File: src/rtl/ipi_dest_pkg.sv
// Shared types for the interrupt destination mask generator.
// Assumes: delivery mode and shorthand encodings are fixed by the message format.
package ipi_dest_pkg;

    typedef enum logic [2:0] {
        DM_FIXED  = 3'd0,
        DM_LOWEST = 3'd1,
        DM_SMI    = 3'd2,
        DM_RSVD3  = 3'd3,
        DM_NMI    = 3'd4,
        DM_INIT   = 3'd5,
        DM_START  = 3'd6,
        DM_RSVD7  = 3'd7
    } dmode_e;

    typedef enum logic [1:0] {
        SH_MATCH  = 2'd0,
        SH_SELF   = 2'd1,
        SH_ALL    = 2'd2,
        SH_OTHERS = 2'd3
    } short_e;

    localparam logic [31:0] DEST_ALL    = 32'hFFFF_FFFF;
    localparam logic [31:0] DEST_LEGACY = 32'h0000_00FF;
    localparam logic [3:0]  CLUSTER_ANY = 4'hF;

    typedef struct packed {
        logic [7:0]  phys_id;
        logic [31:0] ext_id;
        logic        ext_mode;
        logic [7:0]  log_id;
        logic        cluster;
        logic [31:0] ext_log_id;
    } tgt_cfg_t;

endpackage

File: src/rtl/ipi_tgt_match.sv
// Destination match for one target: decides whether a message addressed
// by destination and mode selects this target. Pure combinational.
// Assumes: configuration is static while messages flow.
module ipi_tgt_match
    import ipi_dest_pkg::*;
(
    input  tgt_cfg_t    cfg,
    input  logic [31:0] dest,
    input  logic        logical,
    output logic        hit
);

    logic [7:0] dest_lo;
    logic       phys_hit;
    logic       ext_log_hit;
    logic       flat_hit;
    logic       clus_hit;

    assign dest_lo = dest[7:0];

    // Physical match: global broadcast, extended full compare, legacy low byte or legacy broadcast
    always_comb begin
        if (dest == DEST_ALL) begin
            phys_hit = 1'b1;
        end else if (cfg.ext_mode) begin
            phys_hit = (dest == cfg.ext_id);
        end else begin
            phys_hit = (dest_lo == cfg.phys_id) || (dest == DEST_LEGACY);
        end
    end

    // Extended logical match: same cluster number and overlapping member bits, or all-ones
    assign ext_log_hit = (dest == DEST_ALL) ||
                         ((dest[31:16] == cfg.ext_log_id[31:16]) &&
                          (|(dest[15:0] & cfg.ext_log_id[15:0])));

    // Legacy flat model: any shared bit
    assign flat_hit = |(dest_lo & cfg.log_id);

    // Legacy cluster model: cluster nibble equal or wildcard, plus shared member bit
    assign clus_hit = ((dest_lo[7:4] == CLUSTER_ANY) || (dest_lo[7:4] == cfg.log_id[7:4])) &&
                      (|(dest_lo[3:0] & cfg.log_id[3:0]));

    // Final selection by addressing mode and target model
    always_comb begin
        if (!logical) begin
            hit = phys_hit;
        end else if (cfg.ext_mode) begin
            hit = ext_log_hit;
        end else if (cfg.cluster) begin
            hit = clus_hit;
        end else begin
            hit = flat_hit;
        end
    end

endmodule

File: src/rtl/ipi_mask_build.sv
// Applies the shorthand to the per-target match vector and yields the
// selection mask. Pure combinational.
// Assumes: src is a valid target index.
module ipi_mask_build
    import ipi_dest_pkg::*;
#(
    parameter int N_TGT = 8,
    localparam int IDXW = (N_TGT > 1) ? $clog2(N_TGT) : 1
) (
    input  logic [N_TGT-1:0] hits,
    input  logic [1:0]       short_sel,
    input  logic [IDXW-1:0]  src,
    output logic [N_TGT-1:0] sel
);

    for (genvar i = 0; i < N_TGT; i++) begin : g_bit
        logic is_src;
        assign is_src = (src == IDXW'(i));

        // Per-target selection under the four shorthand codes
        always_comb begin
            unique case (short_e'(short_sel))
                SH_MATCH:  sel[i] = hits[i];
                SH_SELF:   sel[i] = is_src;
                SH_ALL:    sel[i] = 1'b1;
                SH_OTHERS: sel[i] = !is_src;
                default:   sel[i] = 1'b0;
            endcase
        end
    end

endmodule

File: src/rtl/ipi_dispatch.sv
// Registers the selection mask and raises one-cycle strobes on the bus the
// delivery mode names; lowest priority keeps only the lowest-indexed target.
// Assumes: accept is high for exactly the cycles in which a message is taken.
module ipi_dispatch
    import ipi_dest_pkg::*;
#(
    parameter int N_TGT = 8
) (
    input  logic             clk,
    input  logic             rst_n,
    input  logic             accept,
    input  logic [N_TGT-1:0] sel,
    input  logic [2:0]       dmode,
    input  logic [7:0]       vector,
    input  logic             level,
    input  logic             trig,
    output logic [N_TGT-1:0] mask_q,
    output logic [N_TGT-1:0] fixed_q,
    output logic [N_TGT-1:0] smi_q,
    output logic [N_TGT-1:0] nmi_q,
    output logic [N_TGT-1:0] init_q,
    output logic [N_TGT-1:0] start_q,
    output logic [7:0]       vector_q,
    output logic             trig_q
);

    logic [N_TGT-1:0] lowest;
    logic             init_deassert;

    // Isolate the lowest set bit of the selection
    assign lowest        = sel & (~sel + N_TGT'(1));
    assign init_deassert = !level && trig;

    // Capture mask and payload on accept; strobes live for one cycle
    always_ff @(posedge clk) begin
        if (!rst_n) begin
            mask_q   <= '0;
            fixed_q  <= '0;
            smi_q    <= '0;
            nmi_q    <= '0;
            init_q   <= '0;
            start_q  <= '0;
            vector_q <= '0;
            trig_q   <= 1'b0;
        end else begin
            fixed_q <= '0;
            smi_q   <= '0;
            nmi_q   <= '0;
            init_q  <= '0;
            start_q <= '0;
            if (accept) begin
                mask_q   <= sel;
                vector_q <= vector;
                trig_q   <= trig;
                case (dmode_e'(dmode))
                    DM_FIXED:  fixed_q <= sel;
                    DM_LOWEST: fixed_q <= lowest;
                    DM_SMI:    smi_q   <= sel;
                    DM_NMI:    nmi_q   <= sel;
                    DM_INIT:   init_q  <= init_deassert ? '0 : sel;
                    DM_START:  start_q <= sel;
                    default:   ;
                endcase
            end
        end
    end

endmodule

File: src/rtl/ipi_dest_router.sv
// Top of the interrupt destination mask generator: unpacks per-target
// configuration, matches every target in parallel, applies the shorthand
// and dispatches by delivery mode one cycle after the handshake.
// Assumes: configuration inputs are static; N_TGT >= 2.
module ipi_dest_router
    import ipi_dest_pkg::*;
#(
    parameter int N_TGT = 8,
    localparam int IDXW = (N_TGT > 1) ? $clog2(N_TGT) : 1
) (
    input  logic               clk,
    input  logic               rst_n,
    input  logic               msg_valid,
    output logic               msg_ready,
    input  logic [31:0]        msg_dest,
    input  logic               msg_logical,
    input  logic [1:0]         msg_short,
    input  logic [IDXW-1:0]    msg_src,
    input  logic [2:0]         msg_dmode,
    input  logic [7:0]         msg_vector,
    input  logic               msg_level,
    input  logic               msg_trig,
    input  logic [8*N_TGT-1:0] cfg_phys_id,
    input  logic [32*N_TGT-1:0] cfg_ext_id,
    input  logic [N_TGT-1:0]   cfg_ext_mode,
    input  logic [8*N_TGT-1:0] cfg_log_id,
    input  logic [N_TGT-1:0]   cfg_cluster,
    input  logic [32*N_TGT-1:0] cfg_ext_log_id,
    output logic [N_TGT-1:0]   rcpt_mask,
    output logic [N_TGT-1:0]   fixed_stb,
    output logic [N_TGT-1:0]   smi_stb,
    output logic [N_TGT-1:0]   nmi_stb,
    output logic [N_TGT-1:0]   init_stb,
    output logic [N_TGT-1:0]   start_stb,
    output logic [7:0]         out_vector,
    output logic               out_trig
);

    logic             ready_q;
    logic             accept;
    logic [N_TGT-1:0] hits;
    logic [N_TGT-1:0] sel;

    // Ready rises on the first cycle after reset and stays high
    always_ff @(posedge clk) begin
        if (!rst_n) begin
            ready_q <= 1'b0;
        end else begin
            ready_q <= 1'b1;
        end
    end

    assign msg_ready = ready_q;
    assign accept    = msg_valid && ready_q;

    for (genvar i = 0; i < N_TGT; i++) begin : g_tgt
        tgt_cfg_t cfg;
        assign cfg.phys_id    = cfg_phys_id[i*8 +: 8];
        assign cfg.ext_id     = cfg_ext_id[i*32 +: 32];
        assign cfg.ext_mode   = cfg_ext_mode[i];
        assign cfg.log_id     = cfg_log_id[i*8 +: 8];
        assign cfg.cluster    = cfg_cluster[i];
        assign cfg.ext_log_id = cfg_ext_log_id[i*32 +: 32];

        ipi_tgt_match u_match (
            .cfg     (cfg),
            .dest    (msg_dest),
            .logical (msg_logical),
            .hit     (hits[i])
        );
    end

    ipi_mask_build #(.N_TGT(N_TGT)) u_mask (
        .hits      (hits),
        .short_sel (msg_short),
        .src       (msg_src),
        .sel       (sel)
    );

    ipi_dispatch #(.N_TGT(N_TGT)) u_disp (
        .clk      (clk),
        .rst_n    (rst_n),
        .accept   (accept),
        .sel      (sel),
        .dmode    (msg_dmode),
        .vector   (msg_vector),
        .level    (msg_level),
        .trig     (msg_trig),
        .mask_q   (rcpt_mask),
        .fixed_q  (fixed_stb),
        .smi_q    (smi_stb),
        .nmi_q    (nmi_stb),
        .init_q   (init_stb),
        .start_q  (start_stb),
        .vector_q (out_vector),
        .trig_q   (out_trig)
    );

endmodule

File: config.mk
export PLATFORM = sky130hd
export DESIGN_NAME = ipi_dest_router
export DESIGN_NICKNAME = d
export VERILOG_FILES = /design/src/rtl/ipi_dest_pkg.sv /design/src/rtl/ipi_tgt_match.sv /design/src/rtl/ipi_mask_build.sv /design/src/rtl/ipi_dispatch.sv /design/src/rtl/ipi_dest_router.sv
export SDC_FILE = /design/constraint.sdc
export NUM_CORES = 1
export LEC_CHECK = 0
export BUFFER_PORTS_ARGS = -buffer_cell sky130_fd_sc_hd__buf_2
export CAP_MARGIN = 15
export CELL_PAD_IN_SITES_DETAIL_PLACEMENT = 1
export CELL_PAD_IN_SITES_GLOBAL_PLACEMENT = 1
export CORE_AREA = 2 2 299 301
export CTS_CLUSTER_DIAMETER = 200
export DETAILED_ROUTE_END_ITERATION = 16
export DIE_AREA = 0 0 301 303
export PLACE_DENSITY_LB_ADDON = 0.1
export SETUP_SLACK_MARGIN = 0.05
export SYNTH_ARGS = -nofsm -noshare
export SYNTH_HDL_FRONTEND = slang
export SYNTH_SLANG_ARGS = --single-unit
File: constraint.sdc
create_clock -name clk -period 3.3 [get_ports clk]
set_clock_uncertainty 0.2 [all_clocks]
set_input_delay 0.165 -clock clk [delete_from_list [all_inputs] [get_ports clk]]
set_output_delay 0.165 -clock clk [all_outputs]
set_load 0.02 [all_outputs]
==> results by group <==
Worst setup path
  – Arr. time, crit path: 3100 ps
  – Crit path kind: in2reg
  – Endpoint class of the critical path: register
  – CP max FO: 10
  – Required @ worst endpoint: 3300 ps
  – Flop2flop setup slack: 1210 ps
  – Worst r2r path cells: 5
  – Startpoint Class: input port

Clocking
  – Worst-path clk slew: 50 ps
  – Clk Tree Root Cell: clkbuf_16
  – Skew-Pair Late Insertion Delay: 330 ps
  – Post-CTS setup buffers: 0
  – CTS Buf Count: 9
  – Number of H-tree levels: 3
  – CTS sink count: 58
  – CTS tree: built
  – Max Buffers Root-to-Sink: 2

Synthesis
  – Yosys top cell by area: xor2_1
  – Largest family of logic cells by synthesized area: XOR/XNOR gates
  – Count of cell types in the netlist: 59
  – Sequential area share after synthesis: 12.7%
  – Syn nets: 1827
  – Synth Area in Compound Gates: 13.5%
  – XOR/XNOR share of the synthesized area: 43.7%
  – Ys async rst share: 0%
  – EDFF count, synth: 0
  – Simple-gate share of the synthesized area: 19.2%
  – Yosys reg bits: 58
  – Mux share of post-synthesis cell area: 0%
  – Post-Synthesis Cells: 1085
  – Post-Syn Area: 0.00913 mm^2
  – Area share of fa/ha/maj cells after synthesis: 4.39%
  – Synth top area share: 29.2%
  – Top-count cell post-synth: xor2_1
  – Syn Area/Cell: 8.41 um^2
  – Synth cell count leaders: xor2_1 (304), xnor2_1 (151), nor4_1 (95), dfxtp_1 (58), nand4_1 (58)
  – Most used flip-flop cell after synthesis: dfxtp_1
  – Yosys warnings: 0
  – Synth area leaders: xor2_1 (29%), xnor2_1 (14%), dfxtp_1 (13%)

Route
  – First-pass DRT Iterations: 4
  – Vias: 12300
  – Drt drc: 0
  – Total routed wirelength: 95.3 mm
  – Drt via density: 3.96
  – Avg WL per Cell: 30.7 um
  – Final antenna-violating net count: 0
  – DRT iter0 DRCs: 496

Pwr
  – Peak supply drop: 0.145 mV
  – Total power: 3.45 mW
  – Clock share of power: 23.5%
  – Switching pwr: 1.38 mW
  – Pleak: 7.06 nW
  – Gate power share: 55.4%
  – PwrDens: 222 mW/mm^2
  – Sw Ratio: 40.1%
  – Register share of total power: 21.0%
  – P_int: 2.07 mW

Final layout
  – Fill count: 10700
  – Final core occ: 17.7%
  – Layout cells sized above 1: 48.0%
  – Post-Layout Inst Area: 0.0155 mm^2
  – Layout area overhead: 70.2%
  – Layout Cells excl Fill: 3101
  – Final Net Count: 2655

Global route
  – Largest net degree at the start of global routing: 22
  – Initial antenna violation count: 63
  – Vias in the first global route: 13800
  – Global Route Usage Sum: 20.1%
  – Grt ovf: 0
  – Most Crowded Layer GR: met2
  – First-pass GRT wire length: 124 mm
  – Met2 usage: 38.3%
  – GR met1 Demand/Resource: 23.7%
  – GR Util met3: 4.18%

Run status
  – Status: completed

Timing
  – Worst Tran Pin Value: 915 ps
  – RSZ-0062 raised after global routing: false
  – Final Hold Viols: 0
  – Slew HR: 38.4%
  – Final setup vio count: 0
  – Final period util: 93.9%
  – TNS Setup: 0 ps
  – Max Freq: 0.323 GHz
  – Tmin final: 3100 ps
  – Max Slew Vio Count: 0

Run
  – Max_cap viols: 0

Floorplanning
  – Num rows: 109
  – Die Span X: 301 um
  – I/O Pins: 768
  – Die ar.: 0.0912 mm^2
  – Initial core utilization: 10.4%
  – Core Area: 0.0880 mm^2
  – Die Ht: 303 um

Worst hold path
  – HP Class: in2reg
  – Hold Path Cell Cnt: 4

Placement
  – HPWL Detailed: 83.4 mm
  – Cells after DPL: 3056
  – Final RePlAce weighted congestion: 0.903
  – Cell Area, Placed: 0.0151 mm^2
  – Number of port buffers: 767
## worst max-delay path, stage by stage
cell      delay, ps
buf_2           320
buf_4           340
xor2_1          120
nor4_2          420
nand4_1         460
buf_4           300
o211ai_1        300
a222oi_1        210
nand2_2         100
clkinv_1         90
a41oi_2         190
nor3_2           50
## stage by stage
stage	hold slack [ps]	setup slack, ps
4_1_cts	53.3	156
5_1_grt	75.0	119
3_5_place_dp	106	-378
3_3_place_gp	103	-338
2_1_floorplan	-7.28	747
6_report	60.4	200
## state kept, by name, indices dropped and copies added, names as in the netlist
signal	count
u_disp.start_q	8
u_disp.vector_q	8
u_disp.smi_q	8
u_disp.fixed_q	8
u_disp.init_q	8
u_disp.nmi_q	8
msg_ready	1
u_disp.trig_q	1
u_disp.mask_q	8
## layout make-up
type,instances,area (um^2),share of cell area [%]
well taps,1165,1460,9.38
flip-flops and latches,58,1160,7.47
multi-input cells,940,7390,47.6
repair buffers,900,5210,33.5
diodes,19,47.5,0.306
clock inverters,3,17.5,0.113
inverters,4,15.0,0.0966
clock buffers,12,236,1.52
## power groups by stage
stage	combinational, mW	sequential [mW]	clock, mW
after floorplan	0.795	0.757	0
after global placement	1.93	0.740	0
after detailed placement	1.93	0.740	0
after CTS	1.95	0.725	0.843
after global routing	2.06	0.726	0.874
final	1.91	0.725	0.812
## layer usage
metal,share of wire (%),vias up
met1,41,5949
met5,0.25,-
met3,5.5,118
met4,1.1,42
met2,52,538
li1,-,5627
## timing repair
item	CTS	global route
pin swaps	1	0
hold endpoints to repair	11	0
hold buffers	11	0
gates resized for setup	2	2
endpoints found under the setup margin	2	6
## path summary, 6_finish.rpt
kind,endpoint,startpoint
worst max-delay path,u_disp.fixed_q[7],msg_dest[26]
worst min-delay path,u_disp.fixed_q[4],msg_dmode[2]
worst max register to register,u_disp.init_q[2],msg_ready
worst min register to register,u_disp.mask_q[5],u_disp.mask_q[5]
## logic make-up (layout without fill, tap and decap cells)
family | count (synthesis) | in the layout
AOI/OAI and AO/OA | 152 | 152
other | 0 | 19
DFF | 58 | 58
and+or+nand+nor | 301 | 301
xor gates and xnor gates | 455 | 455
buffers and inverters | 87 | 919
adders and majority gates | 32 | 32
## cells in the final DEF (no fill, tap or decap), types with 8 or more instances in the layout
cell type / n
nand2_1: 24
nor2_1: 43
a22oi_1: 46
xnor2_1: 151
or4_1: 9
clkbuf_16: 9
ha_1: 32
nand3_1: 23
diode_2: 19
o21ai_0: 12
a32oi_1: 8
nor4_1: 92
nand4_1: 58
buf_4: 97
a221oi_1: 15
a21oi_1: 11
dlygate4sd3_1: 11
a22o_1: 27
xor2_1: 304
dfxtp_1: 58
buf_2: 764
nor3_1: 13
buf_12: 27
Power figures use the tool's default switching activity.
